**config.mk**
```make
export PLATFORM = sky130hd
export DESIGN_NAME = branch_resolver
export DESIGN_NICKNAME = d
export VERILOG_FILES = /design/src/rtl/br_pkg.sv /design/src/rtl/br_decode.sv /design/src/rtl/br_target.sv /design/src/rtl/branch_resolver.sv
export SDC_FILE = /design/constraint.sdc
export NUM_CORES = 1
export LEC_CHECK = 0
export CORE_MARGIN = 2
export CORE_UTILIZATION = 40
export DETAILED_ROUTE_END_ITERATION = 10
export DONT_BUFFER_PORTS = 1
export PLACE_DENSITY = 0.6
export SYNTH_ARGS = -nofsm -noshare
export SYNTH_HDL_FRONTEND = slang
export SYNTH_SLANG_ARGS = --single-unit
export TNS_END_PERCENT = 1
```
**constraint.sdc**
```tcl
create_clock -name clk -period 8.1 [get_ports clk]
set_input_delay 0.81 -clock clk [delete_from_list [all_inputs] [get_ports clk]]
set_output_delay 0.81 -clock clk [all_outputs]
set_load 0.02 [all_outputs]
```
**src/rtl/br_pkg.sv**
```systemverilog
package br_pkg;
  typedef enum logic [1:0] {K_NONE, K_FLAG, K_BIT} kind_t;
  typedef enum logic [1:0] {S_DIRECT, S_INDEXED, S_REGISTER} src_t;

  localparam logic [7:0] IDX_PORT = 8'h0E;
  localparam logic [7:0] REG_PORT = 8'h0F;

  localparam int FLAG_CYC = 3;
  localparam int BIT_CYC  = 5;
  localparam int NONE_CYC = 1;
  localparam int FLAG_LEN = 2;
  localparam int BIT_LEN  = 3;
endpackage

```
**src/rtl/br_decode.sv**
```systemverilog
module br_decode
  import br_pkg::*;
#(
  parameter int CYC_W = 3
) (
  input  logic [7:0]       opcode,
  input  logic [7:0]       opnd0,
  input  logic [7:0]       opnd1,
  input  logic             flag_z,
  input  logic             flag_c,
  output kind_t            kind,
  output logic [CYC_W-1:0] n_cyc,
  output logic [1:0]       len,
  output logic [7:0]       rel,
  output logic             cond_take,
  output logic [2:0]       bit_sel,
  output src_t             src
);
  always_comb begin
    kind      = K_NONE;
    n_cyc     = CYC_W'(NONE_CYC);
    len       = 2'd0;
    rel       = opnd0;
    cond_take = 1'b0;
    bit_sel   = opcode[3:1];
    src       = S_DIRECT;
    unique case (opcode)
      8'h30, 8'h34, 8'h35, 8'h36: begin
        kind  = K_FLAG;
        n_cyc = CYC_W'(FLAG_CYC);
        len   = 2'(FLAG_LEN);
        unique case (opcode[2:0])
          3'd4:    cond_take = ~flag_c;
          3'd5:    cond_take = flag_c;
          3'd6:    cond_take = ~flag_z;
          default: cond_take = 1'b1;
        endcase
      end
      default: begin
        if (opcode[7:4] == 4'h0 && opcode[0]) begin
          kind  = K_BIT;
          n_cyc = CYC_W'(BIT_CYC);
          len   = 2'(BIT_LEN);
          rel   = opnd1;
          if (opnd0 == REG_PORT)      src = S_REGISTER;
          else if (opnd0 == IDX_PORT) src = S_INDEXED;
          else                        src = S_DIRECT;
        end
      end
    endcase
  end
endmodule

```
**src/rtl/br_target.sv**
```systemverilog
module br_target #(
  parameter int PC_W = 14
) (
  input  logic [PC_W-1:0] base,
  input  logic [1:0]      len,
  input  logic [7:0]      rel,
  output logic [PC_W-1:0] seq_pc,
  output logic [PC_W-1:0] jump_pc
);
  localparam int EXT_W = PC_W - 8;

  logic [PC_W-1:0] rel_ext;

  assign rel_ext = {{EXT_W{rel[7]}}, rel};
  assign seq_pc  = base + PC_W'(len);
  assign jump_pc = seq_pc + rel_ext;
endmodule

```
**src/rtl/branch_resolver.sv**
```systemverilog
module branch_resolver
  import br_pkg::*;
#(
  parameter int PC_W  = 14,
  parameter int CYC_W = 3
) (
  input  logic             clk,
  input  logic             rst_n,
  input  logic             in_valid,
  output logic             in_ready,
  input  logic [7:0]       in_opcode,
  input  logic [7:0]       in_opnd0,
  input  logic [7:0]       in_opnd1,
  input  logic [PC_W-1:0]  in_pc,
  input  logic             in_flag_z,
  input  logic             in_flag_c,
  input  logic [7:0]       in_idx,
  output logic             mem_rd_en,
  output logic [7:0]       mem_rd_addr,
  input  logic [7:0]       mem_rd_data,
  output logic             done,
  output logic [PC_W-1:0]  next_pc,
  output logic             taken,
  output logic [CYC_W-1:0] cycles,
  output logic             unhandled
);
  // remaining count at which the read data is on mem_rd_data
  localparam logic [CYC_W-1:0] SAMPLE_REM = CYC_W'(BIT_CYC - 2);

  kind_t            d_kind;
  logic [CYC_W-1:0] d_ncyc;
  logic [1:0]       d_len;
  logic [7:0]       d_rel;
  logic             d_take;
  logic [2:0]       d_bit;
  src_t             d_src;

  br_decode #(.CYC_W(CYC_W)) u_decode (
    .opcode    (in_opcode),
    .opnd0     (in_opnd0),
    .opnd1     (in_opnd1),
    .flag_z    (in_flag_z),
    .flag_c    (in_flag_c),
    .kind      (d_kind),
    .n_cyc     (d_ncyc),
    .len       (d_len),
    .rel       (d_rel),
    .cond_take (d_take),
    .bit_sel   (d_bit),
    .src       (d_src)
  );

  logic [CYC_W-1:0] rem;
  logic [CYC_W-1:0] r_ncyc;
  logic [PC_W-1:0]  r_pc;
  logic [1:0]       r_len;
  logic [7:0]       r_rel;
  kind_t            r_kind;
  logic             r_take;
  logic [2:0]       r_bit;
  src_t             r_src;
  logic [7:0]       r_byte;

  logic [PC_W-1:0]  seq_pc;
  logic [PC_W-1:0]  jump_pc;
  logic             fin_take;
  logic             accept;

  br_target #(.PC_W(PC_W)) u_target (
    .base    (r_pc),
    .len     (r_len),
    .rel     (r_rel),
    .seq_pc  (seq_pc),
    .jump_pc (jump_pc)
  );

  assign in_ready = (rem == '0);
  assign accept   = in_valid && in_ready;

  always_comb begin
    unique case (r_kind)
      K_FLAG:  fin_take = r_take;
      K_BIT:   fin_take = ~r_byte[r_bit];
      default: fin_take = 1'b0;
    endcase
  end

  always_ff @(posedge clk or negedge rst_n) begin
    if (!rst_n) begin
      rem         <= '0;
      r_ncyc      <= '0;
      r_pc        <= '0;
      r_len       <= '0;
      r_rel       <= '0;
      r_kind      <= K_NONE;
      r_take      <= 1'b0;
      r_bit       <= '0;
      r_src       <= S_DIRECT;
      r_byte      <= '0;
      mem_rd_en   <= 1'b0;
      mem_rd_addr <= '0;
      done        <= 1'b0;
      next_pc     <= '0;
      taken       <= 1'b0;
      cycles      <= '0;
      unhandled   <= 1'b0;
    end else begin
      done      <= 1'b0;
      mem_rd_en <= 1'b0;
      if (accept) begin
        rem    <= d_ncyc - 1'b1;
        r_ncyc <= d_ncyc;
        r_pc   <= in_pc;
        r_len  <= d_len;
        r_rel  <= d_rel;
        r_kind <= d_kind;
        r_take <= d_take;
        r_bit  <= d_bit;
        r_src  <= d_src;
        if (d_kind == K_NONE) begin
          done      <= 1'b1;
          next_pc   <= in_pc;
          taken     <= 1'b0;
          cycles    <= d_ncyc;
          unhandled <= 1'b1;
        end
        if (d_kind == K_BIT) begin
          if (d_src == S_REGISTER) begin
            r_byte <= in_idx;
          end else begin
            mem_rd_en   <= 1'b1;
            mem_rd_addr <= (d_src == S_INDEXED) ? in_idx : in_opnd0;
          end
        end
      end else if (rem != '0) begin
        rem <= rem - 1'b1;
        if (r_kind == K_BIT && r_src != S_REGISTER && rem == SAMPLE_REM)
          r_byte <= mem_rd_data;
        if (rem == CYC_W'(1)) begin
          done      <= 1'b1;
          next_pc   <= fin_take ? jump_pc : seq_pc;
          taken     <= fin_take;
          cycles    <= r_ncyc;
          unhandled <= 1'b0;
        end
      end
    end
  end
endmodule

```
==> results of run 1 <==
## cell usage in the layout (no fill, tap or decap), drive strengths merged, types with 4 or more instances in the layout
cell type	instances
a21o	7
a21oi	20
a31oi	10
and2	4
clkbuf	10
dfrtp	72
ha	24
inv	10
mux2i	20
nand2	115
nand3	6
nor2	30
o21ai	37
o221ai	9
xnor2	16
xor2	8
## power groups by stage
| stage | logic [W] | registers, W | clock network, W |
|---|---|---|---|
| 2_1_floorplan | 0.000603 | 0.000659 | 0 |
| 3_3_place_gp | 0.000720 | 0.000697 | 0 |
| 3_5_place_dp | 0.000738 | 0.000700 | 0 |
| 4_1_cts | 0.000740 | 0.000694 | 0.000266 |
| 5_1_grt | 0.000849 | 0.000713 | 0.000284 |
| 6_report | 0.000736 | 0.000692 | 0.000258 |
## sequential cells by signal, summed over array words and instances (netlist names), 2 cells and up
register and count:
mem_rd_addr 8, cycles 3, r_src 2, r_byte 8, r_ncyc 2, r_len 2
r_pc 14, rem 3, r_bit 3, r_rel 8, next_pc 14
## final timing paths
path | startpoint | end | slack [ns]
min in group clk | r_ncyc[0] | r_ncyc[0] | 0.48
max in group asynchronous | rst_n | unhandled | 7.81
min reg2reg | r_ncyc[0] | r_ncyc[0] | 0.48
max | r_len[0] | next_pc[13] | 4.31
max reg2reg | r_len[0] | next_pc[13] | 4.31
min | rst_n | r_byte[5] | 0.16
## area by class of cell
type | count | area share
tap | 136 | 0.0383
sequential | 72 | 0.405
clock buffer | 10 | 0.0310
clock inverter | 5 | 0.00760
timing repair buffer | 3 | 0.00507
multi-input combinational | 353 | 0.504
inverter | 10 | 0.00844
## metal layers
| metal | vias to the layer above | wire length (um) |
|---|---|---|
| li1 | 1573 | - |
| met1 | 1528 | 4580 |
| met2 | 93 | 4740 |
| met3 | 6 | 521 |
| met4 | 0 | 73 |
| met5 | - | 0 |
## cell families (layout without fill, tap and decap cells)
| family | after synthesis | after routing | synth area share |
|---|---|---|---|
| simple gates | 177 | 177 | 0.183 |
| buf+inv | 28 | 28 | 0.0283 |
| xor+xnor | 24 | 24 | 0.0506 |
| mux | 23 | 23 | 0.0635 |
| fa+ha+maj | 26 | 26 | 0.0819 |
| compound gates | 103 | 103 | 0.159 |
| flops | 72 | 72 | 0.434 |
## critical path: cells and delay by family (launching register included)
family | cells | cell delay (ns)
XOR/XNOR | 2 | 0.37
adder cells (fa/ha/maj) | 3 | 0.74
AND/OR/NAND/NOR | 5 | 0.81
flip-flops | 1 | 0.40
AO/OA/AOI/OAI | 4 | 1.30
## stage by stage
stage | hold WS (ns) | cell area (um^2)
3_5_place_dp | 0.461 | 4270
2_1_floorplan | 0.432 | 4160
3_3_place_gp | 0.448 | 4270
6_report | 0.155 | 4450
5_1_grt | 0.125 | 4450
4_1_cts | 0.131 | 4450
==> impl_metrics.csv, run 1 <==
group,metric,value,unit
power_and_ir_drop,pwr_density_cell,379,nW/um^2
power_and_ir_drop,clkPwrFrac,0.153,
cells_and_area,seq_area,1800,um^2
logic_synthesis,synth.most_common_cell,"nand2_1",
placement,gp_congestion,0.830,
cells_and_area,antennaDiodeCount,0,
cells_and_area,instances_no_fill,589,
timing,fin_crit_sh,0.467,
worst_hold_path,hold_class,"in2async",
power_and_ir_drop,pwr-share-seq,0.410,
global_routing,gr-total-overflow,0,
cts,cts_setup_buffers,0,
power_and_ir_drop,power.switching,0.000745,W
setup_path,crit_type,"reg2reg",
route,drtAntennaViolNets,0,
placement,dpl.cell_count,574,
route,vias,3200,
setup_path,slowest_delay,0.66,ns
outcome,status,"complete, no violations",
route,dr.first_iter.drc_count,156,
global_routing,grt_pass1_vias,3321,
cts,htree_levels,3,
timing,slew_viol_final,0,
logic_synthesis,synth_commonest_cells,"nand2_1 (115), dfrtp_1 (72), o21ai_0 (36)",
timing,rsz0062_at_grt,"no",
route,post_drt_wl_per_cell,16.8,um
power_and_ir_drop,vdd_drop_max,117,uV
placement,pre_cts_ws,4.41,ns
logic_synthesis,synth.net_count,538,
cts,cts.sinks,72,
logic_synthesis,synth-async-reset-ratio,1.00,
job,max-cap-violations,0,
logic_synthesis,synth_cells,453,
logic_synthesis,synth-edff-count,0,
placement,numPortBuffers,0,
timing,hold_violations,0,
cts,clockBufferDepth,2,
floorplanning,ios,89,
timing,maxSlewHeadroom,0.423,
global_routing,grt_pass1_wl,16.8,mm
setup_path,startpoint_type,"flip-flop",
global_routing,globalRouteTotalUtil,0.190,
global_routing,grt_max_degree,73,
floorplanning,initial_core_util,0.408,
cts,cts_made_buffers,9,
global_routing,grt_most_used_layer,"met2",
route,wirelength,9.91,mm
timing,skew,0.00608,ns
global_routing,met3_usage,0.0411,
logic_synthesis,synth_top_area_cell,"dfrtp_1",
setup_path,crit_fanout,4,
cells_and_area,multi_input_comb_area,2240,um^2
floorplanning,dieArea,11200,um^2
global_routing,antenna_found_initial,0,
cts,clk-insertion-delay-late,0.34,ns
cells_and_area,drive_gt1_frac,0.0530,
power_and_ir_drop,p_comb_frac,0.437,
logic_synthesis,ys_types,51,
timing,finalCriticalPeriod,3.79,ns
logic_synthesis,synth.area.top_cells,"dfrtp_1 (43%), nand2_1 (10%), ha_1 (7.2%)",
global_routing,use_met1,0.248,
timing,worst_pin_slew,0.856,ns
setup_path,required,8.30,ns
logic_synthesis,ys_seq_elements,72,
setup_path,endpoint_kind,"flip-flop",
global_routing,grtUsageMet2,0.320,
floorplanning,core-area,10200,um^2
setup_path,path_cells,"ha_1 > fa_1 > nand3_1 > nor2_1 > nand4_1 > xnor2_1 > ha_1 > a21o_1 > and4_1 > a2111oi_0 > nor3b_1 > o31a_1 > xnor2_1 > o221ai_1",
power_and_ir_drop,p_sw_frac,0.442,
logic_synthesis,synth-seq-area-share,0.434,
route,vias_per_cell,5.43,
route,drc_errors,0,
cts,holdBufCountCts,0,
cells_and_area,area_growth,6.99,%
setup_path,cpMaxStageDelayCell,"a2111oi_0",
floorplanning,rows,37,
cells_and_area,final_util,0.436,
cts,cts_resized,0,
cells_and_area,fill_cells,1040,
logic_synthesis,syn_area,4160,um^2
power_and_ir_drop,intPower,0.000941,W
cts,cts_tree,"yes",
placement,dpl.hpwl,7.24,mm
logic_synthesis,synth_top_area_frac,0.434,
floorplanning,die_h,106,um
power_and_ir_drop,power,0.00169,W
floorplanning,die_w,106,um
logic_synthesis,syn_area_per_cell,9.17,um^2
cells_and_area,finalNetCount,534,
logic_synthesis,synth-main-ff-cell,"dfrtp_1",
timing,fmaxAchievable,264,MHz
timing,setup_viol_count_final,0,
power_and_ir_drop,power.leakage,2.07,nW
setup_path,reg2regPathDepth,14,
cts,cts-root-buf,"clkbuf_8",
timing,layout_setup_ws,4.31,ns
logic_synthesis,yosys_warnings,0,
route,dr.pass1.iters,4,
cts,path_clk_slew,0.08,ns
setup_path,arrival,3.98,ns
timing,fin_tns_setup,0,ns
(Power assumes the default switching activity.)
==> run 2: changes to the inputs <==
--- a/config.mk
+++ b/config.mk
@@ -5,11 +5,12 @@
 export SDC_FILE = /design/constraint.sdc
 export NUM_CORES = 1
 export LEC_CHECK = 0
+export ABC_AREA = 1
 export CORE_MARGIN = 2
 export CORE_UTILIZATION = 40
 export DETAILED_ROUTE_END_ITERATION = 10
 export DONT_BUFFER_PORTS = 1
-export PLACE_DENSITY = 0.6
+export PLACE_DENSITY = 0.62
 export SYNTH_ARGS = -nofsm -noshare
 export SYNTH_HDL_FRONTEND = slang
 export SYNTH_SLANG_ARGS = --single-unit
==> constraint.sdc (replaced) <==
create_clock -name clk -period 3.3 [get_ports clk]
set_input_delay 0.33 -clock clk [delete_from_list [all_inputs] [get_ports clk]]
set_output_delay 0.33 -clock clk [all_outputs]
set_load 0.02 [all_outputs]
==> impl_metrics.csv, run 2 <==
group,metric,value,unit
outcome,status,"complete, no violations",
logic_synthesis,synth_top_area_frac,0.395,
timing,setup_viol_count_final,0,
cells_and_area,drive_gt1_frac,0.0935,
logic_synthesis,synth_cells,594,
setup_path,endpoint_kind,"flip-flop",
route,dr.pass1.iters,4,
power_and_ir_drop,p_comb_frac,0.462,
cts,clk-insertion-delay-late,0.35,ns
power_and_ir_drop,intPower,0.00295,W
timing,hold_violations,0,
timing,worst_pin_slew,0.453,ns
global_routing,grt_pass1_vias,3974,
global_routing,grt_pass1_wl,19.7,mm
power_and_ir_drop,vdd_drop_max,435,uV
floorplanning,core-area,11000,um^2
floorplanning,initial_core_util,0.415,
power_and_ir_drop,pwr-share-seq,0.323,
placement,numPortBuffers,0,
cts,cts-root-buf,"clkbuf_16",
power_and_ir_drop,p_sw_frac,0.454,
logic_synthesis,synth-edff-count,0,
placement,dpl.hpwl,8.98,mm
global_routing,gr-total-overflow,0,
cells_and_area,top_regs,"next_pc (14), r_pc (14)",
logic_synthesis,ys_seq_elements,72,
logic_synthesis,syn_area_per_cell,7.68,um^2
cts,path_clk_slew,0.06,ns
global_routing,globalRouteTotalUtil,0.201,
logic_synthesis,synth.net_count,679,
logic_synthesis,synth-seq-area-share,0.395,
route,post_drt_wl_per_cell,15.9,um
route,vias,3824,
logic_synthesis,yosys_warnings,0,
cells_and_area,finalNetCount,679,
cts,cts.sinks,72,
cts,clockBufferDepth,2,
route,dr.first_iter.drc_count,167,
cells_and_area,antennaDiodeCount,0,
setup_path,crit_fanout,5,
logic_synthesis,synth_commonest_cells,"nand2_1 (191), dfrtp_1 (72), inv_1 (59)",
setup_path,required,3.59,ns
setup_path,arrival,3.25,ns
logic_synthesis,ys_types,44,
logic_synthesis,synth.most_common_cell,"nand2_1",
logic_synthesis,synth_top_area_cell,"dfrtp_1",
timing,skew,0.00698,ns
timing,fmaxAchievable,337,MHz
power_and_ir_drop,power,0.00541,W
timing,finalCriticalPeriod,2.96,ns
timing,fin_tns_setup,0,ns
power_and_ir_drop,power.switching,0.00245,W
cells_and_area,fill_cells,1095,
power_and_ir_drop,clkPwrFrac,0.215,
timing,slew_viol_final,0,
cells_and_area,final_cell_mix,"nand2_1 (191), dfrtp_1 (72), inv_1 (59)",
power_and_ir_drop,power.leakage,2.53,nW
setup_path,startpoint_type,"flip-flop",
route,drtAntennaViolNets,0,
power_and_ir_drop,pwr_density_cell,1070,nW/um^2
worst_hold_path,hold_class,"in2reg",
placement,gp_congestion,0.834,
cts,cts_setup_buffers,0,
cells_and_area,multi_input_comb_area,2410,um^2
route,wirelength,11.8,mm
timing,fin_crit_sh,0.898,
logic_synthesis,synth-async-reset-ratio,1.00,
global_routing,grt_max_degree,73,
cts,htree_levels,3,
setup_path,crit_type,"reg2reg",
floorplanning,rows,38,
route,drc_errors,0,
route,vias_per_cell,5.17,
job,max-cap-violations,0,
cells_and_area,area_growth,10.8,%
timing,rsz0062_at_grt,"no",
logic_synthesis,synth-main-ff-cell,"dfrtp_1",
floorplanning,die_w,111,um
cts,cts_tree,"yes",
logic_synthesis,synth.area.top_cells,"dfrtp_1 (40%), nand2_1 (16%), ha_1 (6.6%)",
floorplanning,ios,89,
cts,cts_made_buffers,9,
cells_and_area,layout_commonest_cell,"nand2_1",
cells_and_area,seq_area,1800,um^2
floorplanning,dieArea,12300,um^2
logic_synthesis,syn_area,4560,um^2
floorplanning,die_h,111,um
timing,maxSlewHeadroom,0.698,
global_routing,antenna_found_initial,0,
==> run 2: changes by cell type after synthesis, moves of 5 or more <==
| cell | previous run | this run |
|---|---|---|
| nand2_1 | 115 | 191 |
| inv_1 | 10 | 59 |
| nand3_1 | 6 | 37 |
| o21ai_1 | 1 | 29 |
| mux2i_1 | 20 | 0 |
| xnor2_1 | 16 | 1 |
| o211ai_1 | 1 | 10 |
| clkbuf_1 | 11 | 3 |
| o21ai_0 | 36 | 28 |
| o221ai_1 | 9 | 1 |
| inv_2 | 0 | 6 |
| a21o_1 | 7 | 2 |
| xor2_1 | 8 | 13 |
==> run 2: power by group through the flow <==
stage               Clock [W]  Combinational (W)  Sequential (W)
finish                0.00116            0.00250         0.00175
floorplan                   0            0.00193         0.00166
global placement            0            0.00243         0.00175
detailed placement          0            0.00246         0.00176
CTS                   0.00118            0.00250         0.00175
global route          0.00123            0.00288         0.00180
==> run 2: metal layers <==
metal,track usage,up-vias,part of all wire
met5,0,-,0
met4,0.0633,0,0.021
met3,0.0601,18,0.057
met2,0.343,100,0.48
met1,0.245,1777,0.44
li1,-,1929,-
==> run 2: per-stage QoR <==
stage | utilization | instance area [um^2] | std cells | hold slack [ns] | setup slack [ns]
3_5_place_dp | 0.423 | 4640 | 721 | 0.0384 | 0.332
6_report | 0.460 | 5050 | 739 | 0.111 | 0.336
4_1_cts | 0.458 | 5030 | 739 | 0.102 | 0.309
3_3_place_gp | 0.423 | 4640 | 721 | 0.0370 | 0.396
5_1_grt | 0.460 | 5050 | 739 | 0.112 | 0.0145
2_1_floorplan | - | 4560 | 594 | 0.0344 | 0.642
==> run 2: worst paths after layout <==
kind,start,to,slack (ns),cells after the start
setup / recovery,r_len[0],next_pc[11],0.34,21
hold / removal,in_opcode[3],r_bit[2],0.11,2
setup reg to reg,r_len[0],next_pc[11],0.34,21
hold reg to reg,r_ncyc[0],r_ncyc[0],0.45,1
max in group asynchronous,rst_n,mem_rd_addr[4],2.42,2
min in group asynchronous,rst_n,next_pc[3],0.54,2
==> run 2: logic make-up (layout without fill, tap and decap cells) <==
kind of cell,Yosys count,in the layout,synth area share
XOR/XNOR,14,14,0.0269
flip-flops,72,72,0.395
AND/OR/NAND/NOR,294,294,0.288
AO/OA/AOI/OAI,105,105,0.134
adder cells (fa/ha/maj),26,26,0.0746
buffers and inverters,83,88,0.0810
==> run 2: cell type report <==
| type | count | share of cell area |
|---|---|---|
| flip-flops and latches | 72 | 0.357 |
| repair buffers | 5 | 0.0119 |
| clock inverters | 6 | 0.0225 |
| inverters | 67 | 0.0505 |
| multi-input cells | 439 | 0.476 |
| well taps | 140 | 0.0347 |
| clock buffers | 10 | 0.0473 |
==> run 2: what timing repair did <==
item / CTS / global route
hold buffers: 2 / 0
endpoints found under the hold margin: 72 / 0
endpoints found under the setup margin: 0 / 2
gates resized for setup: 0 / 2
==> run 2: worst max-delay path, cell delays in order, from the launching register on <==
cell and delay (ns):
dfrtp_1 0.40, ha_1 0.22, fa_1 0.40, nand2_1 0.11
inv_2 0.05, nand2_1 0.09, nor2_1 0.07, nand2_1 0.10
nor2_1 0.06, xor2_1 0.17, inv_1 0.10, ha_4 0.29
nand2_1 0.10, nor2_1 0.15, nand3_1 0.12, nand3_1 0.10
nand2_1 0.05, nand2_1 0.08, nand2_1 0.06, nand2_1 0.07
nand2_1 0.04, nand2_1 0.05
